### src/rtl/usb_irq_pkg.sv
package usb_irq_pkg;

    localparam int unsigned REG_W     = 8;
    localparam int unsigned BIT_SUSP  = 7;
    localparam int unsigned BIT_DOVR  = 6;
    localparam int unsigned BIT_CTR   = 5;
    localparam int unsigned BIT_ERR   = 4;
    localparam int unsigned BIT_IOVR  = 3;
    localparam int unsigned BIT_ESUSP = 2;
    localparam int unsigned BIT_BRST  = 1;
    localparam int unsigned BIT_SOF   = 0;

    // Field order is the register layout, MSB first.
    typedef struct packed {
        logic susp;
        logic dovr;
        logic ctr;
        logic err;
        logic iovr;
        logic esusp;
        logic brst;
        logic sof;
    } irq_vec_t;

    typedef enum logic [1:0] {
        SEL_NONE = 2'd0,
        SEL_STAT = 2'd1,
        SEL_MASK = 2'd2
    } reg_sel_e;

    // Write-zero-to-clear: bits written as 1 keep their value.
    function automatic irq_vec_t clear_by_zero(irq_vec_t cur, logic [REG_W-1:0] wd, logic en);
        return en ? irq_vec_t'(cur & wd) : cur;
    endfunction

endpackage

### src/rtl/usb_irq_status.sv
module usb_irq_status
    import usb_irq_pkg::*;
(
    input  logic             clk,
    input  logic             rst,
    input  irq_vec_t         evt,
    input  logic             clr_en,
    input  logic [REG_W-1:0] clr_data,
    output irq_vec_t         stat
);

    irq_vec_t set_v;
    irq_vec_t stat_n;
    logic     ovr_hit;

    always_comb begin
        ovr_hit    = (evt.err & stat.err) | (evt.sof & stat.sof);
        set_v      = evt;
        set_v.iovr = ovr_hit;
        // Hardware set applied after the clear: set wins.
        stat_n     = irq_vec_t'(clear_by_zero(stat, clr_data, clr_en) | set_v);
    end

    always_ff @(posedge clk) begin
        if (rst) stat <= '0;
        else     stat <= stat_n;
    end

    assert_err_set_R1: assert property (@(posedge clk) disable iff (rst)
        evt.err |=> stat.err);
    assert_clear_zero_R2: assert property (@(posedge clk) disable iff (rst)
        (clr_en && !clr_data[BIT_SOF] && !evt.sof) |=> !stat.sof);
    assert_keep_one_R2: assert property (@(posedge clk) disable iff (rst)
        (clr_en && clr_data[BIT_SUSP] && stat.susp) |=> stat.susp);
    assert_set_wins_R3: assert property (@(posedge clk) disable iff (rst)
        (clr_en && !clr_data[BIT_CTR] && evt.ctr) |=> stat.ctr);
    assert_overrun_R4: assert property (@(posedge clk) disable iff (rst)
        (evt.sof && stat.sof) |=> stat.iovr);

endmodule

### src/rtl/usb_irq_mask.sv
module usb_irq_mask
    import usb_irq_pkg::*;
(
    input  logic             clk,
    input  logic             rst,
    input  logic             wr_en,
    input  logic [REG_W-1:0] wdata,
    output logic [REG_W-1:0] mask
);

    always_ff @(posedge clk) begin
        if (rst)        mask <= '0;
        else if (wr_en) mask <= wdata;
    end

    assert_mask_reset_R9: assert property (@(posedge clk)
        rst |=> (mask == '0));
    assert_mask_write_R5: assert property (@(posedge clk) disable iff (rst)
        wr_en |=> (mask == $past(wdata)));

endmodule

### src/rtl/usb_irq_reqgen.sv
module usb_irq_reqgen
    import usb_irq_pkg::*;
(
    input  logic             clk,
    input  logic             rst,
    input  irq_vec_t         stat,
    input  logic [REG_W-1:0] mask,
    input  logic             gdis,
    input  logic             brst_evt,
    output logic             irq_req,
    output logic             wake_req,
    output logic             regs_rst_pulse
);

    logic [REG_W-1:0] stat_v;
    logic [REG_W-1:0] hit;

    assign stat_v = stat;

    for (genvar i = 0; i < REG_W; i++) begin : g_hit
        assign hit[i] = stat_v[i] & mask[i];
    end

    assign irq_req  = (|hit) & ~gdis;
    assign wake_req = stat.esusp;

    always_ff @(posedge clk) begin
        if (rst) regs_rst_pulse <= 1'b0;
        else     regs_rst_pulse <= brst_evt;
    end

    assert_irq_gated_R6: assert property (@(posedge clk) disable iff (rst)
        gdis |-> !irq_req);
    assert_pulse_on_R8: assert property (@(posedge clk) disable iff (rst)
        brst_evt |=> regs_rst_pulse);
    assert_pulse_off_R8: assert property (@(posedge clk) disable iff (rst)
        !brst_evt |=> !regs_rst_pulse);

endmodule

### src/rtl/usb_irq_unit.sv
module usb_irq_unit
    import usb_irq_pkg::*;
#(
    parameter int unsigned ADDR_W = 2
) (
    input  logic              clk,
    input  logic              rst,
    input  logic              wr_en,
    input  logic              rd_en,
    input  logic [ADDR_W-1:0] addr,
    input  logic [REG_W-1:0]  wdata,
    output logic [REG_W-1:0]  rdata,
    input  logic              ev_suspend,
    input  logic              ev_data_ovr,
    input  logic              ev_xfer_ok,
    input  logic              ev_error,
    input  logic              ev_end_susp,
    input  logic              ev_bus_reset,
    input  logic              ev_sof,
    input  logic              irq_disable,
    output logic              irq_req,
    output logic              wake_req,
    output logic              regs_rst_pulse
);

    localparam logic [ADDR_W-1:0] STAT_ADDR = ADDR_W'(0);
    localparam logic [ADDR_W-1:0] MASK_ADDR = ADDR_W'(1);

    reg_sel_e         sel;
    irq_vec_t         evt;
    irq_vec_t         stat;
    logic [REG_W-1:0] mask;
    logic [REG_W-1:0] rd_mux;

    always_comb begin
        if (addr == STAT_ADDR)      sel = SEL_STAT;
        else if (addr == MASK_ADDR) sel = SEL_MASK;
        else                        sel = SEL_NONE;
    end

    always_comb begin
        evt       = '0;
        evt.susp  = ev_suspend;
        evt.dovr  = ev_data_ovr;
        evt.ctr   = ev_xfer_ok;
        evt.err   = ev_error;
        evt.esusp = ev_end_susp;
        evt.brst  = ev_bus_reset;
        evt.sof   = ev_sof;
    end

    usb_irq_status u_status (
        .clk      (clk),
        .rst      (rst),
        .evt      (evt),
        .clr_en   (wr_en && (sel == SEL_STAT)),
        .clr_data (wdata),
        .stat     (stat)
    );

    usb_irq_mask u_mask (
        .clk   (clk),
        .rst   (rst),
        .wr_en (wr_en && (sel == SEL_MASK)),
        .wdata (wdata),
        .mask  (mask)
    );

    usb_irq_reqgen u_reqgen (
        .clk            (clk),
        .rst            (rst),
        .stat           (stat),
        .mask           (mask),
        .gdis           (irq_disable),
        .brst_evt       (ev_bus_reset),
        .irq_req        (irq_req),
        .wake_req       (wake_req),
        .regs_rst_pulse (regs_rst_pulse)
    );

    always_comb begin
        unique case (sel)
            SEL_STAT: rd_mux = stat;
            SEL_MASK: rd_mux = mask;
            default:  rd_mux = '0;
        endcase
    end

    always_ff @(posedge clk) begin
        if (rst)        rdata <= '0;
        else if (rd_en) rdata <= rd_mux;
    end

    assert_unmapped_read_R10: assert property (@(posedge clk) disable iff (rst)
        (rd_en && (sel == SEL_NONE)) |=> (rdata == '0));
    assert_rdata_hold_R10: assert property (@(posedge clk) disable iff (rst)
        !rd_en |=> $stable(rdata));

endmodule

### config.mk
export PLATFORM = sky130hd
export DESIGN_NAME = usb_irq_unit
export DESIGN_NICKNAME = d
export VERILOG_FILES = /design/src/rtl/usb_irq_pkg.sv /design/src/rtl/usb_irq_status.sv /design/src/rtl/usb_irq_mask.sv /design/src/rtl/usb_irq_reqgen.sv /design/src/rtl/usb_irq_unit.sv
export SDC_FILE = /design/constraint.sdc
export NUM_CORES = 1
export LEC_CHECK = 0
export ABC_AREA = 1
export ABC_CLOCK_PERIOD_IN_PS = 1900
export BUFFER_PORTS_ARGS = -buffer_cell sky130_fd_sc_hd__buf_2
export CORE_UTILIZATION = 50
export DETAILED_ROUTE_END_ITERATION = 8
export GPL_TIMING_DRIVEN = 0
export PLACE_DENSITY = 0.77
export SYNTH_ARGS = -nofsm -noshare
export SYNTH_HDL_FRONTEND = slang
export SYNTH_SLANG_ARGS = --single-unit
export TNS_END_PERCENT = 100
### constraint.sdc
create_clock -name clk -period 1.9 [get_ports clk]
set_input_delay 0.285 -clock clk [delete_from_list [all_inputs] [get_ports clk]]
set_output_delay 0.285 -clock clk [all_outputs]
set_load 0.02 [all_outputs]
==> metrics, run 1 <==
clk buf depth 2; register area share after synthesis 0.426; Port Buffers 29; CP top delay family flip-flops; crit path capture type output pin; P_sw approximately 0.00028 W; Final Hold Viols 0; pin count of the biggest net entering global routing 14; vias in the first global route a little under 1k; Total GRT Usage 0.222; P&R area growth vs syn 17.6%; Post-CTS Repair Setup Buffers 0; critical path cell sequence nand2_1, nand2_1, nor2_1, a21oi_1, buf_2; Max Clk Rate between 600 and 700 MHz; unrepaired setup endpoints after global routing no; Post-Syn Instances 178; Final period util 0.773; global placement routability congestion ~0.83; global-route wire length before repair 4310 um; Worst IR Drop VDD 0.000384 V; Die X between 50 and 60 um; Post-Syn Area per Cell 6.61 um^2; Worst Hold Class in2reg; WL final ~2500 um; initial antenna violation count 0; total grt overflow 0; # resized after CTS 0; P_leak approximately 0.79 nW; status completed; WL/cell ~11 um; most used cell, CP nand2_1; setup violators final 0; CTS clk-pin slew, worst paths approximately 0.13 ns; DRC 0; # nets final 234; fin crit period approximately 1.5 ns; Crit path largest cell delay between 0.4 and 0.5 ns; post-DP HPWL 1920 um; layout cell share with drive strength beyond 1 0.218; Critical Path Source Type flop; slowest stage cell, crit path dfxtp_1; part of the power in combinational logic 0.173; commonest cells after routing, fill and taps aside nand2_1 (46), nor2_1 (36), buf_2 (31); Distinct cells, synth 18; vias around 1.1k; commonest non-fill, non-tap cell in the layout nand2_1; Post-Syn Area approximately 0.0012 mm^2; antenna fix cells 0; Setup Skew ~0.0008 ns; First-pass DRT Iterations 4; power per cell area 713 mW/mm^2; die height 50.5 um; CTS root buffer clkbuf_4; Clk pwr share 0.239; drt first-iter violations 39; # IOs 33; Int Pwr slightly above 0.0007 W; CTS hold repair buffers 0; Worst Path Arrival around 1.2 ns; clk_lat worst skew between 0.3 and 0.4 ns; core area between 0.002 and 0.0025 mm^2; Least-Margin Pin Slew between 0.2 and 0.25 ns; Syn Nets 200; #FFs+latches synth 25; Setup TNS Final 0 ns; Worst Setup Path Type reg2out; worst hold slack 0.173 ns; H-tree Lvls 1; Initial Util 0.532; DR vias/cell about 4.7; Yosys warnings 0; Seq pwr share 0.589; WP buf/inv 1; max-cap viol count 0; CP max FO 4; Num CTS Buffers 3; Final ANT Viol Nets 0; CTS sink cnt 25; cell row count 17; Switching Fraction 0.283; CP required 1.62 ns; Rel. slew slack 0.847; die footprint about 0.0026 mm^2; TritonCTS clock tree built; Pins Over Slew Limit 0
[flip-flops by register name, summed over array words and instances, names as in the netlist]
| register | count |
|---|---|
| u_status.stat | 8 |
| rdata | 8 |
| u_reqgen.regs_rst_pulse | 1 |
| u_mask.mask | 8 |
[final cells by class]
class | count | area (um^2)
plain buffers | 6 | 47.5
clock buffers | 4 | 26.3
fillers | 228 | 830
inverters | 28 | 108
multi-input cells | 119 | 520
flip-flops and latches | 25 | 500
well taps | 28 | 35.0
repair buffers | 29 | 145
[cell usage after synthesis]
library cell	number	share of area
o21bai_1	1	0.0064
clkbuf_8	1	0.012
clkbuf_2	1	0.0043
inv_2	2	0.0064
inv_4	1	0.0053
nor2_1	36	0.11
buf_4	1	0.0064
inv_1	25	0.080
nand2_1	46	0.15
nand3_1	15	0.064
nor2_4	1	0.0096
buf_2	2	0.0085
dfxtp_1	25	0.43
o21ai_0	8	0.034
buf_6	1	0.0096
nand2_2	3	0.016
a21oi_1	8	0.034
nor2_8	1	0.017
[worst paths after layout]
path / start / end / slack, ns / cells past startpoint
hold / removal: ev_bus_reset / u_reqgen.regs_rst_pulse / 0.17 / 3
setup / recovery: u_status.stat[4] / irq_req / 0.43 / 5
setup reg to reg: u_status.stat[4] / u_status.stat[3] / 1.16 / 4
hold reg to reg: u_status.stat[7] / u_status.stat[7] / 0.49 / 2
[through the flow]
stage          power [W]  instances  utilization  cell area (um^2)  worst slack (ns)
2_1_floorplan   0.000701        178            -              1180             0.655
3_3_place_gp    0.000756        235        0.613              1360             0.793
3_5_place_dp    0.000762        235        0.613              1360             0.766
4_1_cts         0.000989        239        0.625              1380             0.432
5_1_grt          0.00104        239        0.625              1380             0.351
6_report        0.000986        239        0.625              1380             0.431
[layer usage]
metal	GRT usage	routed length, um
met4	0.0556	26
met1	0.300	1160
met3	0.0273	114
met2	0.373	1230
met5	0	0
[cell families (layout without fill, tap and decap cells)]
group / Yosys count / count (layout) / synth area share
AOI/OAI and AO/OA: 17 / 17 / 0.0745
buffers and inverters: 34 / 67 / 0.132
DFF: 25 / 25 / 0.426
and+or+nand+nor: 102 / 102 / 0.368
[tightest hold or removal path, stage by stage]
cell and delay, ns:
buf_2 0.09, inv_1 0.04, nor2_1 0.04
[power groups by stage]
stage	Clock, W	Sequential, W	Combinational [W]
floorplan	0	0.000603	0.0000977
global placement	0	0.000590	0.000166
detailed placement	0	0.000592	0.000170
CTS	0.000237	0.000580	0.000171
global route	0.000258	0.000585	0.000194
finish	0.000235	0.000580	0.000170
(Power assumes the default switching activity.)
==> run 2, diff against run 1 <==
ABC_AREA = 0   (was 1)
ABC_CLOCK_PERIOD_IN_PS = 1400   (was 1900)
clock period = 1.4 ns   (was 1.9 ns; I/O delays follow)
==> run 2 against run 1 <==
The flow now finishes with violations (setup timing). Total power rose by 34%. Synthesized cell count fell by 37%. Hold slack got worse by 0.096 ns. Global-route usage fell by 1.2 points. Die area fell by 3.3%. Critical path depth fell by 2. Flip-flop and latch count did not move. Count of clock-buffer cells in the layout fell by 1. Via count fell by 17%. Cell count fell by 26%. Largest power group unchanged.
==> metrics, run 2 <==
status complete, but fails checks; failing checks setup timing; commonest cells after routing, fill and taps aside buf_2 (32), nor2_1 (30), dfxtp_2 (13); Worst Path Arrival ~1.2 ns; Fillers approximately 180; Critical Path Source Type flop; fin crit period around 1.4 ns; WP buf/inv 1; Die X between 40 and 50 um; cell row count 16; Worst Setup Path Type reg2out; vias between 900 and 1k; biggest regs rdata x8, u_mask.mask x8, u_status.stat x8; DR vias/cell approximately 5.2; Num CTS Buffers 3; post-DP HPWL between 1500 and 2000 um; Pins Over Slew Limit 0; P&R area growth vs syn 24.9%; Distinct cells, synth 19; Crit path largest cell delay 0.36 ns; Initial Util 0.556; CP max FO 2; DRC 0; Post-Syn Instances ~110; Final Hold Viols 0; Rel. slew slack 0.701; Final Cell Area 0.00142 mm^2; Setup Skew 0.000732 ns; Worst Hold Class in2reg; Total GRT Usage 0.211; # nets final between 150 and 200; global-route met3 utilization 0.0432; antenna fix cells 0; CP Launch Point u_status.stat[5]; fin worst setup slack -0.0298 ns; Post-Syn Area around 0.0011 mm^2; setup violators final 1; WL/cell about 13 um; fraction of registers with async set/reset 0; CP required approximately 1.2 ns; most common cell in the synthesized netlist nor2_1; CP top delay family compound AO/OA/AOI/OAI gates; Post-Syn Area per Cell 10.1 um^2; Area after DPL between 0.001 and 0.0015 mm^2; post-synth top area share 0.441; Worst IR Drop VDD roughly 0.00079 V; met1 usage 0.245; # placed instances 171; clk buf depth 2; FF-to-FF Start u_status.stat[4]; Top Usage Layer GRT met2; initial antenna violation count 0; top post-synthesis cells by count nor2_1 (30), dfxtp_1 (25), mux2_4 (8), mux2i_1 (8); Yosys warnings 0; worst slack at placement 0.281 ns; Port Buffers 31; P_leak 0.679 nW; # IOs 33; max-cap viol count 0; layout cell share with drive strength beyond 1 0.510; First-pass DRT Iterations 4; CTS sink cnt 25; Max Clk Rate between 600 and 700 MHz; CTS root buffer clkbuf_4; Synth Flop Type dfxtp_1; #FFs+latches synth 25; pin count of the biggest net entering global routing 15; multi-input combinational cell area approximately 610 um^2; WL final roughly 2400 um; Hold Crit Start rst; critical path cell sequence a22oi_2, a41oi_2, buf_2; core area ~0.0020 mm^2; drt first-iter violations 18; unrepaired setup endpoints after global routing yes; Area contributors post-synth dfxtp_1 (44%), mux2_4 (11%), nor2_1 (9.9%), mux2i_1 (7.0%), a21oi_2 (5.4%); TritonCTS clock tree built; slowest stage cell, crit path dfxtp_2; sequential cell area 517 um^2; Least-Margin Pin Slew 0.449 ns; commonest non-fill, non-tap cell in the layout buf_2; register area share after synthesis 0.441; Syn Nets 135; crit path capture type output pin; met2 usage 0.342; Power Total about 0.0013 W; vias in the first global route 885; clk_lat worst skew ~0.32 ns; non-filler cells, final around 180; Final period util 1.02; H-tree Lvls 1; power per cell area approximately 930 mW/mm^2; global placement routability congestion approximately 0.69; die height 49.7 um; total grt overflow 0; die footprint 0.00247 mm^2; CTS clk-pin slew, worst paths 0.13 ns; global-route wire length before repair 3820 um; Final ANT Viol Nets 0; EDFF count, synth 0; cell taking the most area after synthesis dfxtp_1
==> run 2: cell types whose count changed after synthesis, moves of 8 or more <==
cell / change
nand2_1: -46
o21ai_0: -8
nand3_1: -15
mux2i_1: +8
inv_1: -24
mux2_4: +8
==> run 2: power breakdown <==
group	switching [W]	internal (W)	leakage (nW)
Sequential	0.0000262	0.000749	0.209
Combinational	0.000108	0.000111	0.452
Clock	0.000216	0.000107	0.0177
Total	0.000350	0.000966	0.679
==> run 2: area by class of cell <==
type / instances / share of cell area
Inverter: 1 / 0.00265
Tap cell: 27 / 0.0238
Sequential cell: 25 / 0.364
Multi-Input combinational cell: 81 / 0.429
Buffer: 6 / 0.0353
Clock inverter: 1 / 0.00353
Clock buffer: 3 / 0.0159
Timing Repair Buffer: 34 / 0.125
==> run 2: per-stage QoR <==
stage	util	setup TNS, ns	hold slack, ns
floorplan	-	0	0.338
global placement	0.649	0	0.435
detailed placement	0.649	0	0.438
CTS	0.688	0	0.0695
global route	0.695	-0.0967	0.0812
finish	0.695	-0.0298	0.0773
==> run 2: logic make-up after synthesis <==
group                  after synthesis  share of synthesized area
AND/OR/NAND/NOR                     42                      0.178
flip-flops                          25                      0.441
AO/OA/AOI/OAI                       23                      0.157
multiplexers                        16                      0.176
buffers and inverters                7                     0.0473
==> run 2: routing by layer <==
layer / part of all wire / vias to the layer above
li1: - / 469
met5: 0 / -
met1: 0.44 / 417
met4: 0.036 / 0
met3: 0.047 / 12
met2: 0.48 / 36
==> run 2: what timing repair did <==
item                                   in CTS  in global routing
endpoints found under the hold margin       0                  0
setup endpoints to repair                   1                  1
hold buffers                                0                  0
pin swaps                                   0                  1
gates resized for setup                    15                  3
buffers inserted                            3                  0
==> run 2: final timing paths <==
check	to	slack, ns	depth (start not counted)
setup reg to reg	rdata[4]	0.39	4
setup / recovery	irq_req	-0.03	3
hold reg to reg	u_status.stat[3]	0.50	2
hold / removal	u_status.stat[2]	0.08	2
